<file path="config.mk">
export PLATFORM = sky130hd
export DESIGN_NAME = idct4x4_recon
export DESIGN_NICKNAME = d
export VERILOG_FILES = /design/src/rtl/idct_pkg.sv /design/src/rtl/idct_butterfly.sv /design/src/rtl/idct_recon_pix.sv /design/src/rtl/idct_seq.sv /design/src/rtl/idct4x4_recon.sv
export SDC_FILE = /design/constraint.sdc
export NUM_CORES = 2
export LEC_CHECK = 0
export BUFFER_PORTS_ARGS = -buffer_cell sky130_fd_sc_hd__clkbuf_2
export CORE_MARGIN = 2
export CORE_UTILIZATION = 55
export DETAILED_ROUTE_END_ITERATION = 8
export GPL_ROUTABILITY_DRIVEN = 0
export MAX_ROUTING_LAYER = met4
export PLACE_DENSITY_LB_ADDON = 0.05
export SYNTH_ARGS = -nofsm -noshare
export SYNTH_HDL_FRONTEND = slang
export SYNTH_SLANG_ARGS = --single-unit
</file>
<file path="constraint.sdc">
create_clock -name clk -period 48.7 [get_ports clk]
set_input_delay 2.435 -clock clk [delete_from_list [all_inputs] [get_ports clk]]
set_output_delay 2.435 -clock clk [all_outputs]
set_load 0.01 [all_outputs]
</file>
<file path="src/rtl/idct_pkg.sv">
package idct_pkg;
    localparam int COEF_W   = 16;
    localparam int PIX_W    = 8;
    localparam int N        = 4;
    localparam int NUM      = N * N;
    localparam int STEP_W   = $clog2(N);
    localparam int IDX_W    = $clog2(NUM);
    localparam int ROUND_SH = 3;
    localparam int FRAC_SH  = 16;
    localparam int PROD_W   = 2 * COEF_W + 1;
    localparam int LAT_FULL = 2 * N + 1;
    localparam int LAT_DC   = 1;
    localparam int PIX_MAX  = (1 << PIX_W) - 1;

    localparam logic signed [PROD_W-1:0] K_ROT_A = 20091;
    localparam logic signed [PROD_W-1:0] K_ROT_B = 35468;
    localparam logic signed [COEF_W:0]   S_MAX   = (1 << (COEF_W - 1)) - 1;
    localparam logic signed [COEF_W:0]   S_MIN   = -(1 << (COEF_W - 1));

    typedef logic signed [COEF_W-1:0] coef_t;
    typedef logic [PIX_W-1:0]         pix_t;
    typedef coef_t                    quad_t [N];

    typedef enum logic [1:0] {
        PH_IDLE,
        PH_COLS,
        PH_ROWS,
        PH_EMIT
    } phase_t;

    function automatic logic signed [COEF_W:0] widen(input coef_t x);
        return (COEF_W + 1)'(x);
    endfunction

    function automatic coef_t sat16(input logic signed [COEF_W:0] v);
        if (v > S_MAX)      return coef_t'(S_MAX);
        else if (v < S_MIN) return coef_t'(S_MIN);
        else                return coef_t'(v);
    endfunction

    // x + x*20091/65536, the +1.0 term folded in, saturated
    function automatic coef_t rot_a(input coef_t x);
        logic signed [PROD_W-1:0] prod;
        logic signed [COEF_W:0]   frac;
        prod = PROD_W'(x) * K_ROT_A;
        frac = (COEF_W + 1)'(prod >>> FRAC_SH);
        return sat16(widen(x) + frac);
    endfunction

    // x*35468/65536, always within 16-bit range
    function automatic coef_t rot_b(input coef_t x);
        logic signed [PROD_W-1:0] prod;
        prod = PROD_W'(x) * K_ROT_B;
        return coef_t'(prod >>> FRAC_SH);
    endfunction
endpackage

</file>
<file path="src/rtl/idct_butterfly.sv">
module idct_butterfly
    import idct_pkg::*;
(
    input  quad_t q_in,
    output quad_t q_out
);
    coef_t sum_ev, dif_ev, odd_c, odd_d;

    always_comb begin
        sum_ev = sat16(widen(q_in[0]) + widen(q_in[2]));
        dif_ev = sat16(widen(q_in[0]) - widen(q_in[2]));
        odd_c  = sat16(widen(rot_b(q_in[1])) - widen(rot_a(q_in[3])));
        odd_d  = sat16(widen(rot_a(q_in[1])) + widen(rot_b(q_in[3])));
        q_out[0] = sat16(widen(sum_ev) + widen(odd_d));
        q_out[1] = sat16(widen(dif_ev) + widen(odd_c));
        q_out[2] = sat16(widen(dif_ev) - widen(odd_c));
        q_out[3] = sat16(widen(sum_ev) - widen(odd_d));
    end
endmodule

</file>
<file path="src/rtl/idct_recon_pix.sv">
module idct_recon_pix
    import idct_pkg::*;
(
    input  coef_t v,
    input  pix_t  pred,
    output pix_t  px
);
    localparam logic signed [COEF_W:0] RND_BIAS = 1 << (ROUND_SH - 1);

    logic signed [COEF_W:0]   biased;
    logic signed [COEF_W:0]   rnd;
    logic signed [COEF_W+1:0] pext;
    logic signed [COEF_W+1:0] sum;

    always_comb begin
        biased = widen(v) + RND_BIAS;
        rnd    = biased >>> ROUND_SH;
        pext   = {{(COEF_W + 2 - PIX_W){1'b0}}, pred};
        sum    = (COEF_W + 2)'(rnd) + pext;
        if (sum < 0)
            px = '0;
        else if (sum > PIX_MAX)
            px = pix_t'(PIX_MAX);
        else
            px = sum[PIX_W-1:0];
    end
endmodule

</file>
<file path="src/rtl/idct_seq.sv">
module idct_seq
    import idct_pkg::*;
(
    input  logic              clk,
    input  logic              rst,
    input  logic              start,
    input  logic              dc_only,
    output phase_t            phase,
    output logic [STEP_W-1:0] step,
    output logic              capture
);
    localparam logic [STEP_W-1:0] LAST = STEP_W'(N - 1);

    assign capture = (phase == PH_IDLE) && start;

    always_ff @(posedge clk) begin
        if (rst) begin
            phase <= PH_IDLE;
            step  <= '0;
        end else begin
            unique case (phase)
                PH_IDLE: begin
                    step <= '0;
                    if (start) phase <= dc_only ? PH_EMIT : PH_COLS;
                end
                PH_COLS: begin
                    step <= step + 1'b1;
                    if (step == LAST) phase <= PH_ROWS;
                end
                PH_ROWS: begin
                    step <= step + 1'b1;
                    if (step == LAST) phase <= PH_EMIT;
                end
                PH_EMIT: phase <= PH_IDLE;
                default: phase <= PH_IDLE;
            endcase
        end
    end
endmodule

</file>
<file path="src/rtl/idct4x4_recon.sv">
module idct4x4_recon
    import idct_pkg::*;
(
    input  logic                  clk,
    input  logic                  rst,
    input  logic                  start,
    input  logic                  dc_only,
    input  logic [NUM*COEF_W-1:0] coef_in,
    input  logic [NUM*PIX_W-1:0]  pred_in,
    output logic [NUM*PIX_W-1:0]  recon_out,
    output logic                  done
);
    phase_t            phase;
    logic [STEP_W-1:0] step;
    logic              capture;

    coef_t src_q [NUM];   // input coefficients, later second-pass results
    coef_t mid_q [NUM];   // first-pass results, row k holds column k
    pix_t  pred_q[NUM];
    pix_t  px_w  [NUM];
    quad_t bf_in, bf_out;

    idct_seq u_seq (
        .clk     (clk),
        .rst     (rst),
        .start   (start),
        .dc_only (dc_only),
        .phase   (phase),
        .step    (step),
        .capture (capture)
    );

    always_comb begin
        for (int j = 0; j < N; j++) begin
            logic [IDX_W-1:0] rd;
            rd = {STEP_W'(j), step};
            bf_in[j] = (phase == PH_ROWS) ? mid_q[rd] : src_q[rd];
        end
    end

    idct_butterfly u_bfly (
        .q_in  (bf_in),
        .q_out (bf_out)
    );

    for (genvar g = 0; g < NUM; g++) begin : g_pix
        idct_recon_pix u_px (
            .v    (src_q[g]),
            .pred (pred_q[g]),
            .px   (px_w[g])
        );
    end

    always_ff @(posedge clk) begin
        if (rst) begin
            for (int i = 0; i < NUM; i++) begin
                src_q[i]  <= '0;
                mid_q[i]  <= '0;
                pred_q[i] <= '0;
            end
            recon_out <= '0;
            done      <= 1'b0;
        end else begin
            done <= (phase == PH_EMIT);
            if (capture) begin
                for (int i = 0; i < NUM; i++) begin
                    src_q[i]  <= dc_only ? coef_t'(coef_in[COEF_W-1:0])
                                         : coef_t'(coef_in[i*COEF_W +: COEF_W]);
                    pred_q[i] <= pred_in[i*PIX_W +: PIX_W];
                end
            end
            if (phase == PH_COLS) begin
                for (int j = 0; j < N; j++)
                    mid_q[{step, STEP_W'(j)}] <= bf_out[j];
            end
            if (phase == PH_ROWS) begin
                for (int j = 0; j < N; j++)
                    src_q[{step, STEP_W'(j)}] <= bf_out[j];
            end
            if (phase == PH_EMIT) begin
                for (int i = 0; i < NUM; i++)
                    recon_out[i*PIX_W +: PIX_W] <= px_w[i];
            end
        end
    end
endmodule

</file>
After elaboration in Yosys (flattened, before gate mapping)
Memories as Yosys holds them, arrays and structs flattened. A register that Yosys moved wholly into a read port is not among the register bits.
Index checks and enable logic that the tools add are counted.
W data, S select, Z words.
{"block": "totals", "ff_bits": 133, "ram_bits": 640, "inputBits": 388, "out_inout_bits": 129, "word_cells": 318, "mem_count": 3}
{"name": "mid_q", "words": 16, "width": 16, "rd": 4, "rd_ports_with_merged_regs": 4, "wr": 16, "line_no": "idct4x4_recon.sv:18", "source": "coef_t mid_q [NUM];"}
{"name": "src_q", "words": 16, "width": 16, "rd": 20, "rd_ports_with_merged_regs": 4, "wr": 16, "line_no": "idct4x4_recon.sv:17", "source": "coef_t src_q [NUM];"}
{"name": "pred_q", "words": 16, "width": 8, "rd": 16, "rd_ports_with_merged_regs": 0, "wr": 16, "line_no": "idct4x4_recon.sv:19", "source": "pix_t pred_q[NUM];"}
{"block": "op_classes", "addsub": 43, "mul": 4, "magnitude_cmp": 52, "n_eq_ne": 7, "muxes": 160, "n_bitwise": 32, "reduce_logical": 13}
{"operator": "$mux W16", "count": 63}
{"operator": "$mux W8", "count": 48}
{"operator": "$add A16 B4 Y17 const B", "count": 16}
{"operator": "$add A14 B9 Y15", "count": 16}
{"operator": "$gt A15 B9 Y1 const B", "count": 16}
{"operator": "$lt A15 B1 Y1 const B", "count": 16}
{"operator": "$gt A17 B16 Y1 const B", "count": 10}
{"operator": "$lt A17 B16 Y1 const B", "count": 10}
{"operator": "$reduce_or A16 Y1", "count": 8}
{"operator": "$add A16 B16 Y17", "count": 6}
{"operator": "$mux W4", "count": 24}
{"operator": "$sub A16 B16 Y17", "count": 4}
{"operator": "$mul A16 B16 Y32 const B", "count": 2}
{"operator": "$mul A16 B15 Y30 const B", "count": 2}
{"operator": "$or A1 B1 Y1", "count": 32}
{"operator": "$mux W1", "count": 19}
{"operator": "$mux W2", "count": 4}
{"operator": "$pmux W2 S4", "count": 1}
{"operator": "$eq A2 B2 Y1 const B", "count": 3}
{"operator": "$ne A2 B1 Y1 const B", "count": 2}
{"operator": "$pmux W2 S2", "count": 1}
{"operator": "$reduce_and A3 Y1", "count": 1}
{"operator": "$add A2 B1 Y2 const B", "count": 1}
{"operator": "$eq A2 B1 Y1 const B", "count": 1}
{"operator": "5 further kinds", "count": 5}

Depth between registers and ports, before layout
{"block": "logic_depth", "depth_word": 16, "depth_mapped": 72, "depth_no_buf": 64}

By module
From an unflattened synthesis, not the netlist that was laid out.
{"block": "hier_totals", "hier_cells": 8098, "hier_area_um2": 79371.1}
{"mod": "idct4x4_recon", "instances": 1, "cells_each": 2775, "area_per_inst_um2": 36472.5, "seq_area_each_um2": 21800.9}
{"mod": "idct_butterfly", "instances": 1, "cells_each": 3110, "area_per_inst_um2": 26442.9, "seq_area_each_um2": 0.0}
{"mod": "idct_recon_pix (g_pix[0].u_px ...)", "instances": 15, "cells_each": 136, "area_per_inst_um2": 1009.7, "seq_area_each_um2": 0.0}
{"mod": "idct_recon_pix (g_pix[9].u_px)", "instances": 1, "cells_each": 144, "area_per_inst_um2": 1044.8, "seq_area_each_um2": 0.0}
{"mod": "idct_seq", "instances": 1, "cells_each": 29, "area_per_inst_um2": 265.3, "seq_area_each_um2": 80.1}

Worst setup path before layout
No wires, ideal clock.
{"block": "synth_timing", "kind": "register -> register", "start": "reg with a tool-made name", "end": "mem src_q[10][11] (netlist bit), data pin", "setup_time_ps": 271, "t_arrival_ps": 15038, "required_ps": 48429, "path_slack_ps": 33391, "stages_incl_launch_ff": 64, "n_path_buf": 9, "period_less_slack_ps": 15309, "cell_sequence": "dfxtp_1 > buf_2 > buf_2 > clkbuf_1 > buf_2 > buf_2 > mux4_2 > mux2i_1 > inv_1 > fa_1 > inv_1 > fa_1 > inv_1 > fa_1 > fa_1 > fa_1 > inv_1 > fa_1 > (+28 left out) > nand3_1 > a32oi_1 > nor2_1 > clkbuf_1 > a21oi_1 > inv_1 > ha_1 > o311a_1 > o311ai_1 > a41oi_1 > o21bai_1 > a211oi_1 > nor3_1 > and3b_1 > buf_2 > buf_4 > nor2_2 > o22ai_1"}
{"element": "to (decl)", "line_no": "idct4x4_recon.sv:17"}

==> results.txt <==
----------------------------------------------------
[STA]
  Count of final setup violators ... 0
  Unrepaired setup endpoints after global routing ... false
  Worst slew pin tran ... 1.52 ns
  Final setup TNS ... 0 ns
  Fmax ... around 51 MHz
  Maximum clock skew at final layout ... 0.0420 ns
  Final slew viol count ... 9
  Headroom to the max-slew limit ... -0.0145
  Part of the cycle the worst path needs ... 0.405
  Final count of hold timing violations ... 0
  Time the worst path needs with I/O delays and setup ... slightly below 20 ns

[CTS]
  Cts bufs inserted ... 86
  CTS tree ... built
  Number of gates given a new drive strength after cts ... 0
  Max H-tree Level ... 3
  Post CTS Setup Buffer Count ... 0
  CTS sink count ... just under 800
  Clock edge transition at the registers on the reported setup and hold paths ... 0.07 ns
  Post-CTS Hold Fix Bufs ... 0
  Buffers from clock root to sink, at most ... 3
  Cell chosen for the clock root ... sky130_fd_sc_hd__clkbuf_16
  Clock network latency to the later pin of the worst-skew pair ... 0.70 ns

[Critical path]
  Startpoint types ... flip-flop
  Highest fanout seen on the critical path ... 35
  Element type at the critical path end ... flip-flop
  Crit-path max cell delay ... 1.19 ns
  Worst EP required ... approximately 49 ns
  Crit path arrival time ... 20.11 ns
  Cell with the largest stage delay on the worst path ... sky130_fd_sc_hd__nor2_1
  Buffer and inverter count on the worst path ... 9
  Cell family contributing the most delay on the critical path ... compound AO/OA/AOI/OAI gates
  Setup Crit Path Kind ... reg2reg

[Cells and area]
  Layout overhead on the synthesized area ... 10.3%
  Fraction of final layout cells with drive strength greater than 1 ... 0.132
  Final design area excluding fillers ... 75,900 um2
  Post-layout nets ... 8,842

[Yosys]
  Portion of the post-synthesis area used by sequential elements ... 0.319
  Post-synth top area share ... 0.279
  Number of unique standard cell types used by synthesis ... slightly above 100
  Mean Syn Cell Area ... 9.91 um2
  Netlist Area Pre-Place ... 68,800 um2
  Instance count of the mapped netlist ... 6,946
  Number of enable-type register cells in the synthesized netlist ... 640
  Cell types with the largest area share after synthesis ... sky130_fd_sc_hd__edfxtp_1, sky130_fd_sc_hd__ha_1, sky130_fd_sc_hd__fa_1
  Synth warn ... 0
  Proportion of synthesized flip-flops having asynchronous set or reset ... 0
  Largest area contributor in the synthesized netlist ... sky130_fd_sc_hd__edfxtp_1
  Nets in the synthesized netlist ... 8,423
  Number of synthesized register bits ... 775
  Most repeated cell in the gate-level netlist after synthesis ... sky130_fd_sc_hd__inv_1
  Leading register cell type out of synthesis ... sky130_fd_sc_hd__edfxtp_1
  Top cell types by occurrence after synthesis ... sky130_fd_sc_hd__inv_1, sky130_fd_sc_hd__ha_1, sky130_fd_sc_hd__edfxtp_1

[Outcome]
  Run status ... complete, but fails checks
  Violated checks ... max-capacitance violations, max-slew violations

[Die]
  Starting density of the core ... 0.555
  I/O pins ... between 500 and 600
  Site row count ... 129
  Core footprint ... ~120,000 um2
  Width of the chip ... 358 um
  Vert. Die Dim ... 358 um
  Total die area ... roughly 130,000 um2

[Global routing]
  Total grt overflow ... 0
  Maximum number of pins on one net before global-route repair ... 162
  Number of antenna violations at the first check in global routing ... 34
  Wire length of the first global-routing pass ... 364 mm
  Vias in the first global route ... 55,300
  GR Util All Layers ... 0.404

[Detailed routing]
  First-pass DRT Iterations ... 7
  Antenna violation net count after detailed routing ... 0
  Starting DRC count in detailed routing ... 8,233
  Vias per cell ... around 6.4
  DRC violation count after routing ... 0
  Average routed wire per standard cell ... approximately 28 um
  Total via count in the routed design ... 58,100
  Total Routed Length ... 255 mm

[Place]
  Port Buf Inserts ... 516
  Instance area at placement ... 73,100 um2
  HPWL after detailed placement ... 198 mm

[Run]
  Max-cap viol count ... 1

[Min path]
  Hold Path Class ... reg2reg

----------------------------------------------------
[worst reg2reg max path, delay by kind of cell, from the launching register on]
kind,cells,cell delay [ns]
xor+xnor,1,0.14
compound gates,23,6.42
fa+ha+maj,10,4.26
simple gates,11,3.71
mux,3,1.78
buf+inv,9,2.35
flops,1,0.77
[placed cells by master (no fill, tap or decap), drive strengths merged, types with 135 or more instances in the layout]
cell    count
o22ai     241
nor2      585
xnor2     305
nand2     322
and2      138
a21oi     517
dfxtp     135
o21ai     261
clkbuf    634
ha        721
nand3     143
xor2      152
edfxtp    640
inv       856
fa        368
[cell families (layout without fill, tap and decap cells)]
kind of cell / count (synthesis) / after routing / synth area share
simple gates: 1689 / 1689 / 0.119
compound gates: 1581 / 1581 / 0.146
buf+inv: 1122 / 1612 / 0.0625
fa+ha+maj: 1102 / 1102 / 0.240
flops: 775 / 775 / 0.319
xor+xnor: 457 / 457 / 0.0582
mux: 220 / 220 / 0.0558
other cells: 0 / 33 / 0
[cell type report]
cell class / instances / area, um2
diodes: 33 / 82.6
well taps: 1637 / 2050
flip-flops and latches: 775 / 21900
fillers: 10500 / 48100
inverters: 849 / 3200
clock buffers: 119 / 2350
repair buffers: 604 / 3270
multi-input cells: 5049 / 42700
clock inverters: 40 / 338
[sequential cells by signal, summed over array words and instances (netlist names), named ones only]
signal / cells
recon_out: 128
u_seq.phase: 2
src_q: 256
mid_q: 256
done: 1
pred_q: 128
u_seq.step: 2
[metal layers]
metal | track usage | up-vias | wire [um]
met5 | - | - | 0
met4 | 0.221 | 0 | 16800
met3 | 0.129 | 798 | 34400
met2 | 0.583 | 3836 | 110000
met1 | 0.505 | 28000 | 93800
li1 | - | 25500 | -
[worst paths after layout]
path,startpoint,end,slack (ns),cells after the start
setup / recovery,flip-flop,src_q[9][9],28.95,57
hold / removal,recon_out[63],recon_out[63],0.46,2
setup reg to reg,flip-flop,src_q[9][9],28.95,57
hold reg to reg,recon_out[63],recon_out[63],0.46,2
[metrics by stage]
step	hold WS, ns	util	worst slack, ns	std cells
floorplan	0.483	-	33.39	6946
global placement	0.439	0.590	29.75	8912
detailed placement	0.443	0.590	29.28	8913
CTS	0.457	0.612	29.22	9072
global route	0.470	0.612	27.84	9102
finish	0.457	0.612	28.95	9106
Power is left out: the tool's default activity adds up to more than one toggle a clock period on the data nets, which glitch-free logic cannot reach.
